<file path="src/rtl/bit_timer_pkg.sv">
package bit_timer_pkg;
    localparam int CNT_W     = 8;
    localparam int SEL_W     = 3;
    localparam int BASE_LOG2 = 4;
    localparam int NTAPS     = 1 << SEL_W;
    localparam int PRE_W     = BASE_LOG2 + NTAPS - 1;
    localparam int CLR_BIT   = SEL_W;

    typedef struct packed {
        logic [CNT_W-1:0] cnt;
        logic             irq;
        logic             wdt;
    } core_st_t;

    typedef struct packed {
        logic [SEL_W-1:0] sel;
    } ctrl_st_t;
endpackage

</file>
<file path="src/rtl/bit_prescaler.sv">
module bit_prescaler
    import bit_timer_pkg::*;
(
    input  logic             clk,
    input  logic             rst_n,
    input  logic             clr,
    input  logic [SEL_W-1:0] sel,
    output logic             step
);
    logic [PRE_W-1:0] pre_d, pre_q;
    logic [NTAPS-1:0] taps;

    // tap i fires when the low BASE_LOG2+i bits of the prescaler are all ones
    for (genvar i = 0; i < NTAPS; i++) begin : g_tap
        assign taps[i] = &pre_q[BASE_LOG2+i-1:0];
    end

    always_comb begin
        pre_d = clr ? '0 : pre_q + PRE_W'(1);
        step  = taps[sel];
    end

    always_ff @(posedge clk or negedge rst_n) begin
        if (!rst_n) pre_q <= '0;
        else        pre_q <= pre_d;
    end

    // the smallest divisor is 16, so an enable can never last two cycles
    a_r2_step_single: assert property (@(posedge clk) disable iff (!rst_n)
        step |=> !step);
endmodule

</file>
<file path="src/rtl/bit_count_core.sv">
module bit_count_core
    import bit_timer_pkg::*;
(
    input  logic             clk,
    input  logic             rst_n,
    input  logic             step,
    input  logic             clr,
    input  logic             ack,
    output logic [CNT_W-1:0] cnt,
    output logic             irq,
    output logic             wdt
);
    core_st_t cur_q, nxt_d;
    logic     ovf;

    always_comb begin
        nxt_d = cur_q;
        ovf   = step && (cur_q.cnt == '1) && !clr;
        if (clr)       nxt_d.cnt = '0;
        else if (step) nxt_d.cnt = cur_q.cnt + CNT_W'(1);
        nxt_d.irq = ovf | (cur_q.irq & ~ack);
        nxt_d.wdt = ovf;
    end

    always_ff @(posedge clk or negedge rst_n) begin
        if (!rst_n) cur_q <= '0;
        else        cur_q <= nxt_d;
    end

    assign cnt = cur_q.cnt;
    assign irq = cur_q.irq;
    assign wdt = cur_q.wdt;

    // a wrap leaves zero count, flag set and a tick
    a_r4_wrap_sets: assert property (@(posedge clk) disable iff (!rst_n)
        (step && cur_q.cnt == '1 && !clr) |=> (cur_q.cnt == '0 && cur_q.irq && cur_q.wdt));
    // the tick lasts one cycle
    a_r5_tick_single: assert property (@(posedge clk) disable iff (!rst_n)
        cur_q.wdt |=> !cur_q.wdt);
    // without an acknowledge the flag holds
    a_r6_flag_sticky: assert property (@(posedge clk) disable iff (!rst_n)
        (cur_q.irq && !ack) |=> cur_q.irq);
    // the count only steps by one or returns to zero
    a_r3_count_moves: assert property (@(posedge clk) disable iff (!rst_n)
        !$stable(cur_q.cnt) |-> (cur_q.cnt == $past(cur_q.cnt) + CNT_W'(1) || cur_q.cnt == '0));
    // a clear always zeroes the count
    a_r8_clear_zero: assert property (@(posedge clk) disable iff (!rst_n)
        clr |=> (cur_q.cnt == '0 && !cur_q.wdt));
endmodule

</file>
<file path="src/rtl/bit_timer_top.sv">
module bit_timer_top
    import bit_timer_pkg::*;
(
    input  logic             clk,
    input  logic             rst_n,
    input  logic             wr_en,
    input  logic [CNT_W-1:0] wr_data,
    output logic [CNT_W-1:0] rd_data,
    input  logic             irq_ack,
    output logic             irq_flag,
    output logic             wdt_tick
);
    ctrl_st_t ctrl_q, ctrl_d;
    logic     clr, step;

    always_comb begin
        ctrl_d = ctrl_q;
        clr    = wr_en && wr_data[CLR_BIT];
        if (wr_en) ctrl_d.sel = wr_data[SEL_W-1:0];
    end

    always_ff @(posedge clk or negedge rst_n) begin
        if (!rst_n) ctrl_q <= '0;
        else        ctrl_q <= ctrl_d;
    end

    bit_prescaler u_pre (
        .clk   (clk),
        .rst_n (rst_n),
        .clr   (clr),
        .sel   (ctrl_q.sel),
        .step  (step)
    );

    bit_count_core u_core (
        .clk   (clk),
        .rst_n (rst_n),
        .step  (step),
        .clr   (clr),
        .ack   (irq_ack),
        .cnt   (rd_data),
        .irq   (irq_flag),
        .wdt   (wdt_tick)
    );

    // a write without the clear bit leaves the count untouched unless a step occurs
    a_r9_write_keeps: assert property (@(posedge clk) disable iff (!rst_n)
        (wr_en && !wr_data[CLR_BIT] && !step) |=> $stable(rd_data));
endmodule

</file>
<file path="config.mk">
export PLATFORM = sky130hd
export DESIGN_NAME = bit_timer_top
export DESIGN_NICKNAME = d
export VERILOG_FILES = /design/src/rtl/bit_timer_pkg.sv /design/src/rtl/bit_prescaler.sv /design/src/rtl/bit_count_core.sv /design/src/rtl/bit_timer_top.sv
export SDC_FILE = /design/constraint.sdc
export NUM_CORES = 1
export LEC_CHECK = 0
export ABC_AREA = 0
export BUFFER_PORTS_ARGS = -buffer_cell sky130_fd_sc_hd__buf_4
export CAP_MARGIN = 20
export CORE_ASPECT_RATIO = 1.1
export CORE_MARGIN = 8
export CORE_UTILIZATION = 54
export CTS_CLUSTER_SIZE = 24
export DETAILED_ROUTE_END_ITERATION = 10
export GPL_ROUTABILITY_DRIVEN = 0
export PLACE_DENSITY = 0.79
export SYNTH_ARGS = -nofsm -noshare
export SYNTH_HDL_FRONTEND = slang
export SYNTH_SLANG_ARGS = --single-unit
</file>
<file path="constraint.sdc">
create_clock -name clk -period 2.6 [get_ports clk]
set_input_delay 0 -clock clk [delete_from_list [all_inputs] [get_ports clk]]
set_output_delay 0 -clock clk [all_outputs]
set_load 0.02 [all_outputs]
</file>
Word-level counts from Yosys, hierarchy flattened --
Index checks and enable logic that the tools add are counted.
Cells by class: $add $sub $neg 2, $mul 0, divide/modulo/power cells 0, magnitude comparators 1, equality and inequality tests 1, shift operators 0, multiplexer cells 5, bitwise operators 3, reductions and logical operators 13
Operator list (count):
- $mux 8 | 2
- $add 11x1->11 const B | 1
- $mux 11 | 1
- $reduce_and 11->1 | 1
- $reduce_and 10->1 | 1
- $reduce_and 9->1 | 1
- $add 8x1->8 const B | 1
- $eq 8x8->1 const B | 1
- $reduce_and 8->1 | 1
- $reduce_and 7->1 | 1
- $reduce_and 6->1 | 1
- $reduce_and 5->1 | 1
- $lt 3x4->1 const B | 1
- $reduce_and 4->1 | 1
- $bmux 1 s3 | 1
- $logic_and 1x1->1 | 3
- $reduce_bool 2->1 | 1
- $and 1x1->1 | 1
- $logic_not 1->1 | 1
- $mux 1 | 1
- $not 1->1 | 1
- $or 1x1->1 | 1
Storage, ports and cells: bits in registers 24, bits in latches 0, RAM bits 0, memory bits (read-only) 0, input bits 12, output and inout bits 10, word-level logic and storage cells 30, memories 0

Logic depth before layout (Yosys ltp) --
depth in word-level cells 6, gate-level depth with buffers 8, gate-level depth less buffers 8

Cells and area by module --
Synthesis repeated with hierarchy kept, for this count alone.
Unflattened totals: cells, all modules 109, area, all modules 1172.4 um2
Modules (own cells, without submodules):
- bit_prescaler | times used 1, cells each 59, area each 590.6 um2, seq. area each 275.3 um2
- bit_count_core | times used 1, cells each 43, area each 465.4 um2, seq. area each 250.2 um2
- bit_timer_top | times used 1, cells each 7, area each 116.4 um2, seq. area each 75.1 um2

Least setup slack after synthesis --
OpenSTA, ideal clock, no wires.
path type reg-to-reg, from register u_pre.pre_q[0], to register u_core.cur_q, in the netlist u_core.cnt[6], setup time 0.079 ns, arrival 1.855 ns, data required time 2.521 ns, slack 0.666 ns, cell stages (with the launch flop) 9, buffers on the path 0, period minus slack after synthesis 1.934 ns, cell sequence dfrtp_1 > ha_1 > and3_2 > ha_1 > mux2i_1 > o2bb2ai_2 > a211oi_4 > o2111ai_2 > mux2i_1
Between the ends: longest elaborated chain between the ends 4, elaborated cells on any way between the ends 11, those cells by class 2 x mux; 9 x reduce/logical
RTL lines:
- start: declaration | line bit_prescaler.sv:10 | logic [PRE_W-1:0] pre_d, pre_q;
- start signal: assignment | line bit_prescaler.sv:25 | else pre_q <= pre_d;
- $reduce_and 11->1, or another cell as far along | line bit_prescaler.sv:15 | assign taps[i] = &pre_q[BASE_LOG2+i-1:0];
- $bmux 1 s3 (*) | line bit_prescaler.sv:20 | step = taps[sel];
- $mux 1 (implied by the code) (*) | line bit_prescaler.sv:20
- $reduce_bool 2->1 (no source line) (*)
- end signal: assignment | line bit_count_core.sv:27 | else cur_q <= nxt_d;
- end: declaration | line bit_count_core.sv:13 | core_st_t cur_q, nxt_d;
Mark *: on every way between the ends. The rest lies on a longest branch, timed or not. The select of a mux whose other input is x is not followed. A chain may end at the register's enable or synchronous reset.

Worst setup path in the final report --
Same ends and word-level chain as after synthesis.

==> impl_metrics.ini <==
[finish]
num_antenna_cells = 0
drive_above_1_share_pct = 23.4
area_growth_pct = 21.5
fin_nets = 158
fin_area_um2 = 1510
utilization_pct = 68.3

[clocking]
cts_root_buf = clkbuf_4
cts_buffers = 3
cts_resized = 0
clkLatencyLatePin_ns = 0.31
cts_buffer_depth = 2
numClockSinks = 24
cts_tree = built
clk_pin_slew_ns = 0.13
htree_levels = 1

[route]
drt_first_iter_violations = 15
wl_per_cell_um = 15.4
via_per_inst = 5.56
dr_total_vias = 950
drt_first_pass_iters = 4
drt-total-wl_um = 2630
drc = 0
drtAntennaViolNets = 0

[pwr]
power_leakage_nw = 0.732
vdd_drop_max_mv = 0.373
p_per_area_nw_per_um2 = 511

[run]
max-cap-violations = 0

[grt]
antenna_found_initial = 0
grt-ovfl-total = 0
grt_max_degree = 25
grt_use_total_pct = 14.6
grt_pass1_vias = 1019
grt_pass1_wl_um = 4570

[setup_path]
required_ns = 2.80
worstSetupStartpointType = flip-flop
ff2ff_setup_slack_ns = 0.41
crit_path_cell_trace = ha_1, and3_2, ha_1, mux2i_1, o2bb2ai_2, a211oi_4, o2111ai_2, mux2i_1
cpMaxStageDelayCell = dfrtp_1
critPathLaunch = u_pre.pre_q[0]
cp-end-kind = flip-flop
crit_arrival_ns = 2.39
critPathBufInv = 0
r2r_cells = 8
path_class = flip-flop to flip-flop
reg2reg_to = u_core.cnt[6]
crit_family = compound AO/OA/AOI/OAI gates
rr_startpoint = u_pre.pre_q[0]
crit_cells = 8
cp_max_fo = 7
cpPeakStageDelay_ns = 0.44

[sta]
final.setup.worst_slack_ns = 0.408
slew_violations = 0
fin_skew_ns = 0.00786
max_freq_ghz = 0.456
finalCritPeriodShare_pct = 84.3
fin_setup_tns_ns = 0
whs_ns = 0.104
setup_viol_count_final = 0
finalHoldViolations = 0
min_period_ns = 2.19
worst_pin_slew_ns = 0.491
rsz0062_at_grt = no
slew_headroom_pct = 67.2

[synthesis]
ys_ff_latch = 24
synthesis.area_um2 = 1240
netlist_instances = 115
yosysSeqAreaShare_pct = 48.4
avgSynthCellArea_um2 = 10.8
synth_cell_types = 34
synth_nets = 131
ys_warn_count = 0

[die]
die-area_um2 = 4090
initial_core_util_pct = 56.2
die_h_um = 66.3
rows = 18
core_um2 = 2210
die_x_um = 61.7
ios = 22

[place]
place_hpwl_um = 1810
dpl_cell_area_um2 = 1390
place_ws_ns = 0.451
portBuffers = 17

[hold_path]
hp-class = input pin to asynchronous set/reset pin

[run_status]
status = finished clean
-- cells by family after synthesis --
family,Yosys count,synth area share (%)
compound gates,18,13.0
xor+xnor,7,4.94
fa+ha+maj,4,4.04
buf+inv,4,1.51
flops,24,48.4
mux,10,8.38
simple gates,48,19.7
-- worst register-to-register path, delay by kind of cell, from the launching register on --
family                     cells  cell delay, ns
AOI/OAI and AO/OA              3            0.77
adders and majority gates      2            0.41
DFF                            1            0.44
muxes                          2            0.24
and+or+nand+nor                1            0.23
-- layout make-up --
| type | count | area [um2] |
|---|---|---|
| fill | 196 | 701 |
| sequential | 24 | 601 |
| multi-input combinational | 87 | 621 |
| clock buffer | 4 | 36.3 |
| timing repair buffer | 25 | 208 |
| inverter | 1 | 3.75 |
| tap | 30 | 37.5 |
-- cell usage in the layout (no fill, tap or decap), drive strengths merged, types with 2 or more instances in the layout --
cell	instances
a21oi	2
and2	4
and3	4
buf	17
clkbuf	4
dfrtp	24
dlygate4sd3	8
ha	4
mux2	3
mux2i	7
nand2	9
nand2b	6
nand3	9
nor2	12
o2111ai	4
o21ai	4
xnor2	4
xor2	3
-- power breakdown --
| part | internal [mW] | switching (mW) |
|---|---|---|
| sequential | 0.405 | 0.0466 |
| clock | 0.0855 | 0.110 |
| combinational | 0.0656 | 0.0567 |
-- Yosys cell counts --
cell type / count / area [um2]
a21oi_1: 2 / 10.0
ha_1: 4 / 50.1
nand2b_1: 6 / 37.5
dfrtp_1: 24 / 601
and3b_1: 1 / 8.76
a211o_2: 1 / 10.0
nand2_1: 9 / 33.8
a2111oi_2: 1 / 15.0
nand3_2: 1 / 10.0
and2_1: 4 / 25.0
mux2_2: 3 / 33.8
nand4_1: 1 / 6.26
o2111ai_1: 3 / 26.3
o2bb2ai_2: 1 / 15.0
and3_1: 3 / 18.8
o2111ai_2: 1 / 15.0
inv_1: 1 / 3.75
o21a_2: 1 / 8.76
or2_2: 1 / 6.26
clkbuf_1: 2 / 7.51
mux2i_1: 7 / 70.1
nor2_1: 12 / 45.0
a21boi_1: 1 / 7.51
xnor2_1: 4 / 35.0
a211oi_4: 1 / 20.0
a21o_1: 1 / 7.51
buf_4: 1 / 7.51
o21ai_1: 2 / 10.0
nor3_1: 1 / 5.00
and3_2: 1 / 7.51
nand3_1: 8 / 40.0
o21ai_0: 2 / 10.0
o22ai_1: 1 / 6.26
xor2_1: 3 / 26.3
-- worst max path at each step --
stage | slack (ns) | end
final | 0.41 | u_core.cnt[6]
after CTS | 0.42 | u_core.cnt[6]
after global placement | 0.52 | u_core.cnt[6]
after floorplan | 0.67 | u_core.cnt[6]
after detailed placement | 0.45 | u_core.cnt[6]
after global routing | 0.28 | u_core.wdt
-- state kept, by name, summed over array words and instances, names as in the netlist --
signal	cells
u_core.cnt	8
u_pre.pre_q	11
ctrl_q	3
u_core.wdt	1
u_core.irq	1
-- per-layer routing --
metal / global-route usage, % / share of wire (%) / up-vias
li1: - / - / 459
met4: 6.27 / 1.6 / 0
met1: 17.0 / 43 / 467
met2: 24.4 / 52 / 18
met5: 0 / 0 / -
met3: 3.70 / 3.1 / 6
-- what timing repair did --
item,CTS,global route
buffers inserted,0,0
hold endpoints to repair,28,0
hold buffers,8,0
-- stage by stage --
| step | std cells | power [mW] |
|---|---|---|
| 2_1_floorplan | 115 | 0.524 |
| 3_3_place_gp | 159 | 0.563 |
| 3_5_place_dp | 159 | 0.570 |
| 4_1_cts | 171 | 0.784 |
| 5_1_grt | 171 | 0.819 |
| 6_report | 171 | 0.770 |
Power figures use the tool's default switching activity.
